`src/rtl/fan_pkg.sv`:
```
// Shared register layout and control-bit type for the fan controller.
// Assumes byte offsets on a 4-bit address and 32-bit data.
package fan_pkg;
    localparam int BUS_AW   = 4;
    localparam int BUS_DW   = 32;
    localparam int DUTY_W   = 8;
    localparam int DUTY_LSB = 16;
    localparam int DIV_W    = 15;
    localparam int CYC_W    = 11;
    localparam int CYC_LSB  = DIV_W;
    localparam int CTL_W    = 4;

    localparam logic [BUS_AW-1:0] OFF_CFG  = 4'h0;
    localparam logic [BUS_AW-1:0] OFF_FREQ = 4'h4;
    localparam logic [BUS_AW-1:0] OFF_TACH = 4'hC;

    // Control nibble; the field order is the bit order of the config word.
    typedef struct packed {
        logic inv;
        logic gate;
        logic oc;
        logic aux;
    } fan_ctl_t;
endpackage

```
`src/rtl/fan_regs.sv`:
```
// Register file: holds config and frequency words and muxes read data.
// Assumes single-cycle writes; the tach count is read-only and supplied from outside.
module fan_regs
    import fan_pkg::*;
#(
    parameter int TACH_W = 16
) (
    input  logic              clk,
    input  logic              rst_n,
    input  logic [BUS_AW-1:0] bus_addr,
    input  logic              bus_wr,
    input  logic [BUS_DW-1:0] bus_wdata,
    output logic [BUS_DW-1:0] bus_rdata,
    input  logic [TACH_W-1:0] tach_cnt,
    output logic [DUTY_W-1:0] duty,
    output logic [DIV_W-1:0]  divider,
    output fan_ctl_t          ctl
);
    logic [CYC_W-1:0] cyc_q;

    // Capture writes to the two writable words.
    always_ff @(posedge clk) begin
        if (!rst_n) begin
            duty    <= '0;
            ctl     <= '0;
            divider <= '0;
            cyc_q   <= '0;
        end else if (bus_wr) begin
            if (bus_addr == OFF_CFG) begin
                duty <= bus_wdata[DUTY_LSB +: DUTY_W];
                ctl  <= fan_ctl_t'(bus_wdata[CTL_W-1:0]);
            end
            if (bus_addr == OFF_FREQ) begin
                divider <= bus_wdata[DIV_W-1:0];
                cyc_q   <= bus_wdata[CYC_LSB +: CYC_W];
            end
        end
    end

    // Read mux; unused bits return zero.
    always_comb begin
        bus_rdata = '0;
        case (bus_addr)
            OFF_CFG: begin
                bus_rdata[DUTY_LSB +: DUTY_W] = duty;
                bus_rdata[CTL_W-1:0]          = ctl;
            end
            OFF_FREQ: begin
                bus_rdata[CYC_LSB +: CYC_W] = cyc_q;
                bus_rdata[DIV_W-1:0]        = divider;
            end
            OFF_TACH: bus_rdata[TACH_W-1:0] = tach_cnt;
            default:  bus_rdata = '0;
        endcase
    end

    a_r2_cfg_write_guard: assert property (@(posedge clk) disable iff (!rst_n)
        (bus_wr && bus_addr != OFF_CFG) |=> ($stable(duty) && $stable(ctl)));
    a_r2_freq_write_guard: assert property (@(posedge clk) disable iff (!rst_n)
        (bus_wr && bus_addr != OFF_FREQ) |=> ($stable(divider) && $stable(cyc_q)));
endmodule

```
`src/rtl/fan_pwm_gen.sv`:
```
// PWM generator: prescaler, 256-step counter, shadowed duty/divider, output stage.
// Assumes requested settings may change at any clock; they load at period start.
module fan_pwm_gen
    import fan_pkg::*;
(
    input  logic              clk,
    input  logic              rst_n,
    input  logic [DUTY_W-1:0] duty_req,
    input  logic [DIV_W-1:0]  div_req,
    input  fan_ctl_t          ctl,
    output logic              pwm_out,
    output logic              pwm_oe
);
    logic [DIV_W-1:0]  pre_q;
    logic [DIV_W-1:0]  div_act;
    logic [DUTY_W-1:0] duty_act;
    logic [DUTY_W-1:0] step_q;
    logic              tick;
    logic              wrap;
    logic              raw;
    logic              level;

    assign tick = (pre_q == div_act);
    assign wrap = tick && (step_q == '1);

    // Prescaler: one tick every (divider + 1) clocks.
    always_ff @(posedge clk) begin
        if (!rst_n)    pre_q <= '0;
        else if (tick) pre_q <= '0;
        else           pre_q <= pre_q + 1'b1;
    end

    // Step counter advances once per tick.
    always_ff @(posedge clk) begin
        if (!rst_n)    step_q <= '0;
        else if (tick) step_q <= step_q + 1'b1;
    end

    // Shadow settings load only at the period boundary.
    always_ff @(posedge clk) begin
        if (!rst_n) begin
            duty_act <= '0;
            div_act  <= '0;
        end else if (wrap) begin
            duty_act <= duty_req;
            div_act  <= div_req;
        end
    end

    // Output stage: compare, gate, polarity, drive mode.
    always_comb begin
        raw   = (step_q < duty_act) && ctl.gate;
        level = raw ^ ctl.inv;
        if (ctl.oc) begin
            pwm_out = 1'b0;
            pwm_oe  = ~level;
        end else begin
            pwm_out = level;
            pwm_oe  = 1'b1;
        end
    end

    a_r5_shadow_hold: assert property (@(posedge clk) disable iff (!rst_n)
        !wrap |=> ($stable(duty_act) && $stable(div_act)));
    a_r3_step_on_tick: assert property (@(posedge clk) disable iff (!rst_n)
        !tick |=> $stable(step_q));
    a_r8_oc_pin_low: assert property (@(posedge clk) disable iff (!rst_n)
        ctl.oc |-> !pwm_out);
    a_r7_gate_off: assert property (@(posedge clk) disable iff (!rst_n)
        (!ctl.gate && !ctl.oc) |-> (pwm_out == ctl.inv));
endmodule

```
`src/rtl/fan_tach.sv`:
```
// Tachometer counter: two-flop synchroniser, rising-edge count per window, saturating latch.
// Assumes tach_in is asynchronous and slower than half the clock rate.
module fan_tach #(
    parameter int TACH_W      = 16,
    parameter int WINDOW_CLKS = 200_000_000
) (
    input  logic              clk,
    input  logic              rst_n,
    input  logic              tach_in,
    output logic [TACH_W-1:0] tach_cnt
);
    localparam int WIN_W = (WINDOW_CLKS > 1) ? $clog2(WINDOW_CLKS) : 1;
    localparam logic [WIN_W-1:0] WIN_LAST = WIN_W'(WINDOW_CLKS - 1);

    logic [2:0]        sync_q;
    logic [WIN_W-1:0]  win_q;
    logic [TACH_W-1:0] acc_q;
    logic [TACH_W-1:0] acc_next;
    logic              rise;
    logic              win_end;

    assign rise    = sync_q[1] & ~sync_q[2];
    assign win_end = (win_q == WIN_LAST);
    assign acc_next = (rise && acc_q != '1) ? acc_q + 1'b1 : acc_q;

    // Synchronise the tach line and keep one delayed copy for edge detection.
    always_ff @(posedge clk) begin
        if (!rst_n) sync_q <= '0;
        else        sync_q <= {sync_q[1:0], tach_in};
    end

    // Window counter.
    always_ff @(posedge clk) begin
        if (!rst_n)       win_q <= '0;
        else if (win_end) win_q <= '0;
        else              win_q <= win_q + 1'b1;
    end

    // Accumulate edges; latch and clear at window end.
    always_ff @(posedge clk) begin
        if (!rst_n) begin
            acc_q    <= '0;
            tach_cnt <= '0;
        end else if (win_end) begin
            acc_q    <= '0;
            tach_cnt <= acc_next;
        end else begin
            acc_q <= acc_next;
        end
    end

    a_r9_latch_at_end: assert property (@(posedge clk) disable iff (!rst_n)
        !win_end |=> $stable(tach_cnt));
    a_r10_acc_saturates: assert property (@(posedge clk) disable iff (!rst_n)
        (acc_q == '1 && !win_end) |=> (acc_q == '1));
    a_r9_restart: assert property (@(posedge clk) disable iff (!rst_n)
        win_end |=> (acc_q == '0));
endmodule

```
`src/rtl/fan_ctrl.sv`:
```
// Fan controller top: register port, PWM generator and tachometer counter.
// Assumes a single fan channel and a synchronous active-low reset.
module fan_ctrl
    import fan_pkg::*;
#(
    parameter int TACH_W      = 16,
    parameter int WINDOW_CLKS = 200_000_000
) (
    input  logic              clk,
    input  logic              rst_n,
    input  logic [BUS_AW-1:0] bus_addr,
    input  logic              bus_wr,
    input  logic [BUS_DW-1:0] bus_wdata,
    output logic [BUS_DW-1:0] bus_rdata,
    input  logic              tach_in,
    output logic              pwm_out,
    output logic              pwm_oe
);
    logic [DUTY_W-1:0] duty;
    logic [DIV_W-1:0]  divider;
    fan_ctl_t          ctl;
    logic [TACH_W-1:0] tach_cnt;

    fan_regs #(.TACH_W(TACH_W)) u_regs (
        .clk(clk), .rst_n(rst_n), .bus_addr(bus_addr), .bus_wr(bus_wr),
        .bus_wdata(bus_wdata), .bus_rdata(bus_rdata), .tach_cnt(tach_cnt),
        .duty(duty), .divider(divider), .ctl(ctl)
    );

    fan_pwm_gen u_pwm (
        .clk(clk), .rst_n(rst_n), .duty_req(duty), .div_req(divider),
        .ctl(ctl), .pwm_out(pwm_out), .pwm_oe(pwm_oe)
    );

    fan_tach #(.TACH_W(TACH_W), .WINDOW_CLKS(WINDOW_CLKS)) u_tach (
        .clk(clk), .rst_n(rst_n), .tach_in(tach_in), .tach_cnt(tach_cnt)
    );
endmodule

```
`config.mk`:
```
export PLATFORM = sky130hd
export DESIGN_NAME = fan_ctrl
export DESIGN_NICKNAME = d
export VERILOG_FILES = /design/src/rtl/fan_pkg.sv /design/src/rtl/fan_regs.sv /design/src/rtl/fan_pwm_gen.sv /design/src/rtl/fan_tach.sv /design/src/rtl/fan_ctrl.sv
export SDC_FILE = /design/constraint.sdc
export NUM_CORES = 1
export LEC_CHECK = 0
export ABC_AREA = 1
export BUFFER_PORTS_ARGS = -buffer_cell sky130_fd_sc_hd__buf_2
export CORE_MARGIN = 2
export CORE_UTILIZATION = 53
export CTS_CLUSTER_DIAMETER = 150
export CTS_CLUSTER_SIZE = 14
export DETAILED_ROUTE_END_ITERATION = 7
export PLACE_DENSITY = 0.84
export SETUP_SLACK_MARGIN = 0.2
export SYNTH_ARGS = -nofsm -noshare
export SYNTH_HDL_FRONTEND = slang
export SYNTH_SLANG_ARGS = --single-unit
```
`constraint.sdc`:
```
create_clock -name clk -period 2.1 [get_ports clk]
set_clock_uncertainty 0.05 [all_clocks]
set_input_delay 0.63 -clock clk [delete_from_list [all_inputs] [get_ports clk]]
set_output_delay 0.63 -clock clk [all_outputs]
set_load 0.02 [all_outputs]
```
**Word level (Yosys, flattened, before mapping)**

Cells that the tools add are included.

- $add $sub $neg: 4
- $lt $le $gt $ge: 1
- Eq/ne operators: 6
- Mux-type cells: 7
- Bitwise gates (word level): 5
- Reductions and logical operators: 8

Operator list:

| cell | number |
|---|---|
| adder 28 x 1 -> 28 bit (second input constant) | 1 |
| == test 28 bit (second input constant) | 1 |
| case mux 12 bit (2 select lines) | 1 |
| adder 16 x 1 -> 16 bit (second input constant) | 1 |
| 2-to-1 mux 16 bit | 1 |
| != test 16 bit (second input constant) | 1 |
| case mux 8 bit (2 select lines) | 1 |
| adder 15 x 1 -> 15 bit (second input constant) | 1 |
| == test 15 bit | 1 |
| case mux 4 bit (3 select lines) | 1 |
| adder 8 x 1 -> 8 bit (second input constant) | 1 |
| == test 8 bit (second input constant) | 1 |
| < comparator 8 bit | 1 |
| == test 4 x 3 -> 1 bit (second input constant) | 1 |
| == test 4 bit (second input constant) | 1 |
| zero test 4 bit | 1 |
| AND reduction 2 bit | 2 |
| OR reduction 2 bit | 2 |
| logical AND 1 bit | 3 |
| NOT 1 bit | 3 |
| 2-to-1 mux 1 bit | 2 |
| 2-to-1 mux 2 bit | 1 |
| bitwise AND 1 bit | 1 |
| XOR 1 bit | 1 |

- Bits in registers: 147
- Input bits: 40
- Output and inout bits: 34
- Word-level logic and storage cells: 46

**Longest topological paths before layout**

- Depth after elaboration: 5
- Mapped depth: 11
- Depth with buffers taken out: 11

**By module**

A second synthesis with hierarchy kept.

- Cells, all modules: 1223
- Area, all modules: 7888.8 um^2

Modules (own cells, without submodules):

| module | instances | cells each | area each (um^2) | seq. area each (um^2) |
|---|---|---|---|---|
| fan_tach | 1 | 492 | 3216.8 | 1261.2 |
| fan_pwm_gen | 1 | 349 | 2418.6 | 920.9 |
| fan_regs | 1 | 382 | 2253.4 | 760.7 |

**Worst setup path after synthesis**

OpenSTA, ideal clock, no wires.

- Path kind: input port to output port
- From: input bus_addr[1]
- To: output bus_rdata[10]
- Arrival: 1.830 ns
- Required time: 1.420 ns
- Slack: -0.410 ns
- Cell stages on the path: 6
- Buffers on the path: 1
- Path through: nor2_1 -> inv_1 -> nor3_1 -> inv_1 -> clkbuf_1 -> o21ai_0

- Word-level cells in the longest chain between the ends: 2

RTL lines:

| what | line | source |
|---|---|---|
| start, declared | fan_ctrl.sv:11 | `input logic [BUS_AW-1:0] bus_addr,` |
| == test 4 bit / == test 4 x 3 -> 1 bit (equally long branches) | fan_regs.sv:43 | `case (bus_addr)` |
| case mux 12 bit (2 select lines) * | fan_regs.sv:43 |  |
| end, declared | fan_ctrl.sv:14 | `output logic [BUS_DW-1:0] bus_rdata,` |

Every way passes the cells marked *; elsewhere a longest branch is shown, timed or not.

**Worst setup path in the final report**

- From: register u_pwm.duty_act[7]
- To: output pwm_out

- Word-level cells in the longest chain between the ends: 4

RTL lines:

| what | line | source |
|---|---|---|
| start, declared | fan_pwm_gen.sv:16 | `logic [DUTY_W-1:0] duty_act;` |
| start signal, assigned | fan_pwm_gen.sv:45 | `duty_act <= duty_req;` |
| < comparator 8 bit | fan_pwm_gen.sv:52 | `raw = (step_q < duty_act) && ctl.gate;` |
| logical AND 1 bit | fan_pwm_gen.sv:52 |  |
| XOR 1 bit | fan_pwm_gen.sv:53 | `level = raw ^ ctl.inv;` |
| 2-to-1 mux 1 bit | fan_pwm_gen.sv:54 | `if (ctl.oc) begin` |
| end, declared | fan_ctrl.sv:16 | `output logic pwm_out,` |

Every way passes these cells.

==> impl_metrics.toml <==
[place]
dpl_cell_area_mm2 = 0.00813
gp_congestion = 0.964
portBuffers = 61
placed_cells = 1250
hpwl_um = 12100

[power]
pwr-share-seq_pct = 44.3
p_leak_uw = 0.00360
power.internal_uw = 4940
comb_power_share_pct = 5.0
clkPwrFrac_pct = 50.7
p_total_uw = 6400
switching_share_pct = 22.8
p_switching_uw = 1460
ir_worst_vdd_v = 0.000643
power_density_mw_per_mm2 = 684

[timing]
fin_crit_ns = 2.62
max_slew_margin_pct = 58.6
rsz0062_at_grt = "true"
holdWs_ns = 0.337
drv_slew = 0
setup_violations = 28
fmaxAchievable_ghz = 0.382
hold_viol_final = 0
period_share_pct = 125
tightest_slew_ns = 0.617
tns_ns = -7.44
setup_ws_ns = -0.515

[routing]
dr.first_iter.drc_count = 728
vias = 7206
drt_first_pass_iters = 7
postRouteAntennaNets = 0
wl_per_cell_um = 15.4
viasPerCell = 5.53
route.detailed.drc = 0
drt-total-wl_um = 20100

[logic_synthesis]
netlist_area_mm2 = 0.00715
ys_warn_count = 0
seq_area_frac_synth_pct = 41.1
synth.avg_cell_area_um2 = 7.03
syn_inst = 1017
ys_types = 35
ys_ff_latch = 147

[layout]
stdcell_area_mm2 = 0.00936
syn2layout_area_growth_pct = 30.8
final.fill_count = 914
layout_common_cells = "nand2_1, dfxtp_1, inv_1"
layout_commonest_cell = "nand2_1"
final_nets = 1165
final_layout_size_suffix_gt1_share_pct = 20.9
finalNonFillerCells = 1304

[grt]
grt_pass1_wl_um = 31500
grt_start_max_net_pins = 53
overflow = 0
grtUsageTotal_pct = 27.1
grt_antenna_before_repair = 1
grt_pass1_vias = 6706

[clock_network]
cts_root_buf = "clkbuf_16"
cts_made_buffers = 17
hold_buffers = 0
clkTransAtPathRegs_ns = 0.06
cts_sinks = 147
clk_latency_ns = 0.43
clockBufferDepth = 2
cts_tree = "built"
cts_max_level = 4

[worst_setup_path]
start_kind = "flip-flop"
worst_ep_arrival_time_ns = 1.94
required_ns = 1.42
cp_max_fo = 3
worst_path_max_delay_cell = "dfxtp_2"
criticalPathCategory = "flip-flop to primary output"
crit_chain = "inv_2 > ha_4 > nand2_2 > nand2_1 > nor2_1 > nand2_1 > a31oi_2 > nand2_1 > nand2_2 > nand2_2 > nor2_4 > buf_6"
max_stage_delay_ns = 0.34
cp_num_buf_inv = 2
endpoint_kind = "primary output"
critPathTopFamily = "simple AND/OR/NAND/NOR gates"

[floorplan]
ios = 74
core-area_mm2 = 0.0132
die_area_mm2 = 0.0144
num_rows = 42
die_w_um = 120
start_util_pct = 54.2
dieHeight_um = 120

[run_status]
status = "complete, but fails checks"
failed_checks = "setup timing"

[min_path]
worstHoldPathType = "input pin to flip-flop"

[run]
cap_violations = 0
==> registers in the layout (all words and copies together) (netlist names), 4 cells and up <==
signal and flops:
u_pwm.duty_act 8, u_regs.cyc_q 11, u_regs.divider 15, u_tach.win_q 28, u_pwm.div_act 15, u_regs.duty 8, u_regs.ctl 4, u_pwm.step_q 8
u_tach.tach_cnt 16, u_pwm.pre_q 15, u_tach.acc_q 16
==> repair_timing <==
action	4_1_cts	5_1_grt
hold endpoints to repair	0	0
setup endpoints to repair	44	112
gates resized for setup	72	31
pin swaps	9	8
setup buffers	8	9
cloned	1	3
==> logic make-up (layout without fill, tap and decap cells) <==
group | count (synthesis) | in the layout | share of synthesized area, %
AO/OA/AOI/OAI | 170 | 170 | 12.3
XOR/XNOR | 32 | 32 | 3.92
adder cells (fa/ha/maj) | 11 | 11 | 1.92
buffers and inverters | 169 | 272 | 10.0
flip-flops | 147 | 147 | 41.1
other | 1 | 7 | 0.0524
AND/OR/NAND/NOR | 487 | 489 | 30.6
==> worst reg2reg max path: stages (launching register included) <==
cell,delay [ns]
dfxtp_2,0.36
ha_2,0.20
nand3_2,0.13
nor3_4,0.29
buf_4,0.17
nand3_2,0.15
nand4_1,0.17
nand2_1,0.09
nand2_1,0.09
nand2_1,0.05
==> metal layers <==
layer | vias to the layer above | GRT usage, % | wire [um]
li1 | 3484 | - | -
met1 | 3323 | 32.8 | 7980
met2 | 324 | 46.5 | 10100
met3 | 75 | 6.08 | 1240
met4 | 0 | 11.1 | 784
met5 | - | 0 | 0
==> layout make-up <==
type	count	area (um^2)	area share, %
clock inverters	14	203	2.17
repair buffers	116	1060	11.4
inverters	124	468	5.00
clock buffers	18	429	4.59
flip-flops and latches	147	2950	31.6
well taps	176	220	2.35
multi-input cells	708	4020	42.9
diodes	1	2.50	0.0267
==> cell usage after synthesis <==
| master | number | area [um^2] |
|---|---|---|
| and2_1 | 1 | 6.26 |
| nor2_4 | 1 | 11.3 |
| buf_2 | 9 | 45.0 |
| a31oi_1 | 2 | 12.5 |
| nand3b_1 | 8 | 60.1 |
| inv_2 | 2 | 7.51 |
| nor3_4 | 1 | 16.3 |
| nor2_2 | 4 | 25.0 |
| clkbuf_1 | 21 | 78.8 |
| ha_1 | 11 | 138 |
| nand2_1 | 249 | 935 |
| nand3_1 | 58 | 290 |
| dfxtp_1 | 147 | 2940 |
| or2_2 | 4 | 25.0 |
| o21ai_0 | 58 | 290 |
| a21o_1 | 2 | 15.0 |
| nor3_1 | 17 | 85.1 |
| o221ai_1 | 4 | 35.0 |
| nand4_1 | 35 | 219 |
| nand2_4 | 2 | 22.5 |
| buf_4 | 11 | 82.6 |
| nand3_4 | 1 | 17.5 |
| inv_1 | 122 | 458 |
| buf_6 | 4 | 45.0 |
| nor2_8 | 2 | 40.0 |
| o22ai_1 | 8 | 50.1 |
| nand2_2 | 2 | 12.5 |
| nor2_1 | 94 | 353 |
| nor3_2 | 1 | 10.0 |
| xor2_1 | 22 | 193 |
| xnor2_1 | 10 | 87.6 |
| nor3b_1 | 4 | 30.0 |
| a21oi_1 | 96 | 480 |
| conb_1 | 1 | 3.75 |
| nand3_2 | 3 | 30.0 |
==> power groups by stage <==
stage | Combinational (uW) | Clock (uW) | Sequential, uW
after floorplan | 166 | 0 | 2900
after global placement | 249 | 0 | 2900
after detailed placement | 255 | 0 | 2900
after CTS | 280 | 3250 | 2830
after global routing | 346 | 3400 | 2840
final | 319 | 3240 | 2840
==> metrics by stage <==
step,utilization (%),setup slack (ns)
floorplan,-,-0.0627
global placement,61.6,-0.336
CTS,69.1,-0.459
detailed placement,61.6,-0.350
global route,70.9,-0.620
finish,70.9,-0.515
==> worst paths after layout <==
| path | from | to | slack (ns) | cells after the start |
|---|---|---|---|---|
| worst min register to register | u_tach.sync_q[0] | u_tach.sync_q[1] | 0.36 | 2 |
| worst min-delay path | tach_in | u_tach.sync_q[0] | 0.34 | 3 |
| worst max register to register | u_tach.acc_q[1] | u_tach.tach_cnt[6] | 0.25 | 9 |
| worst max-delay path | u_pwm.duty_act[7] | pwm_out | -0.52 | 12 |
(Power assumes the default switching activity.)
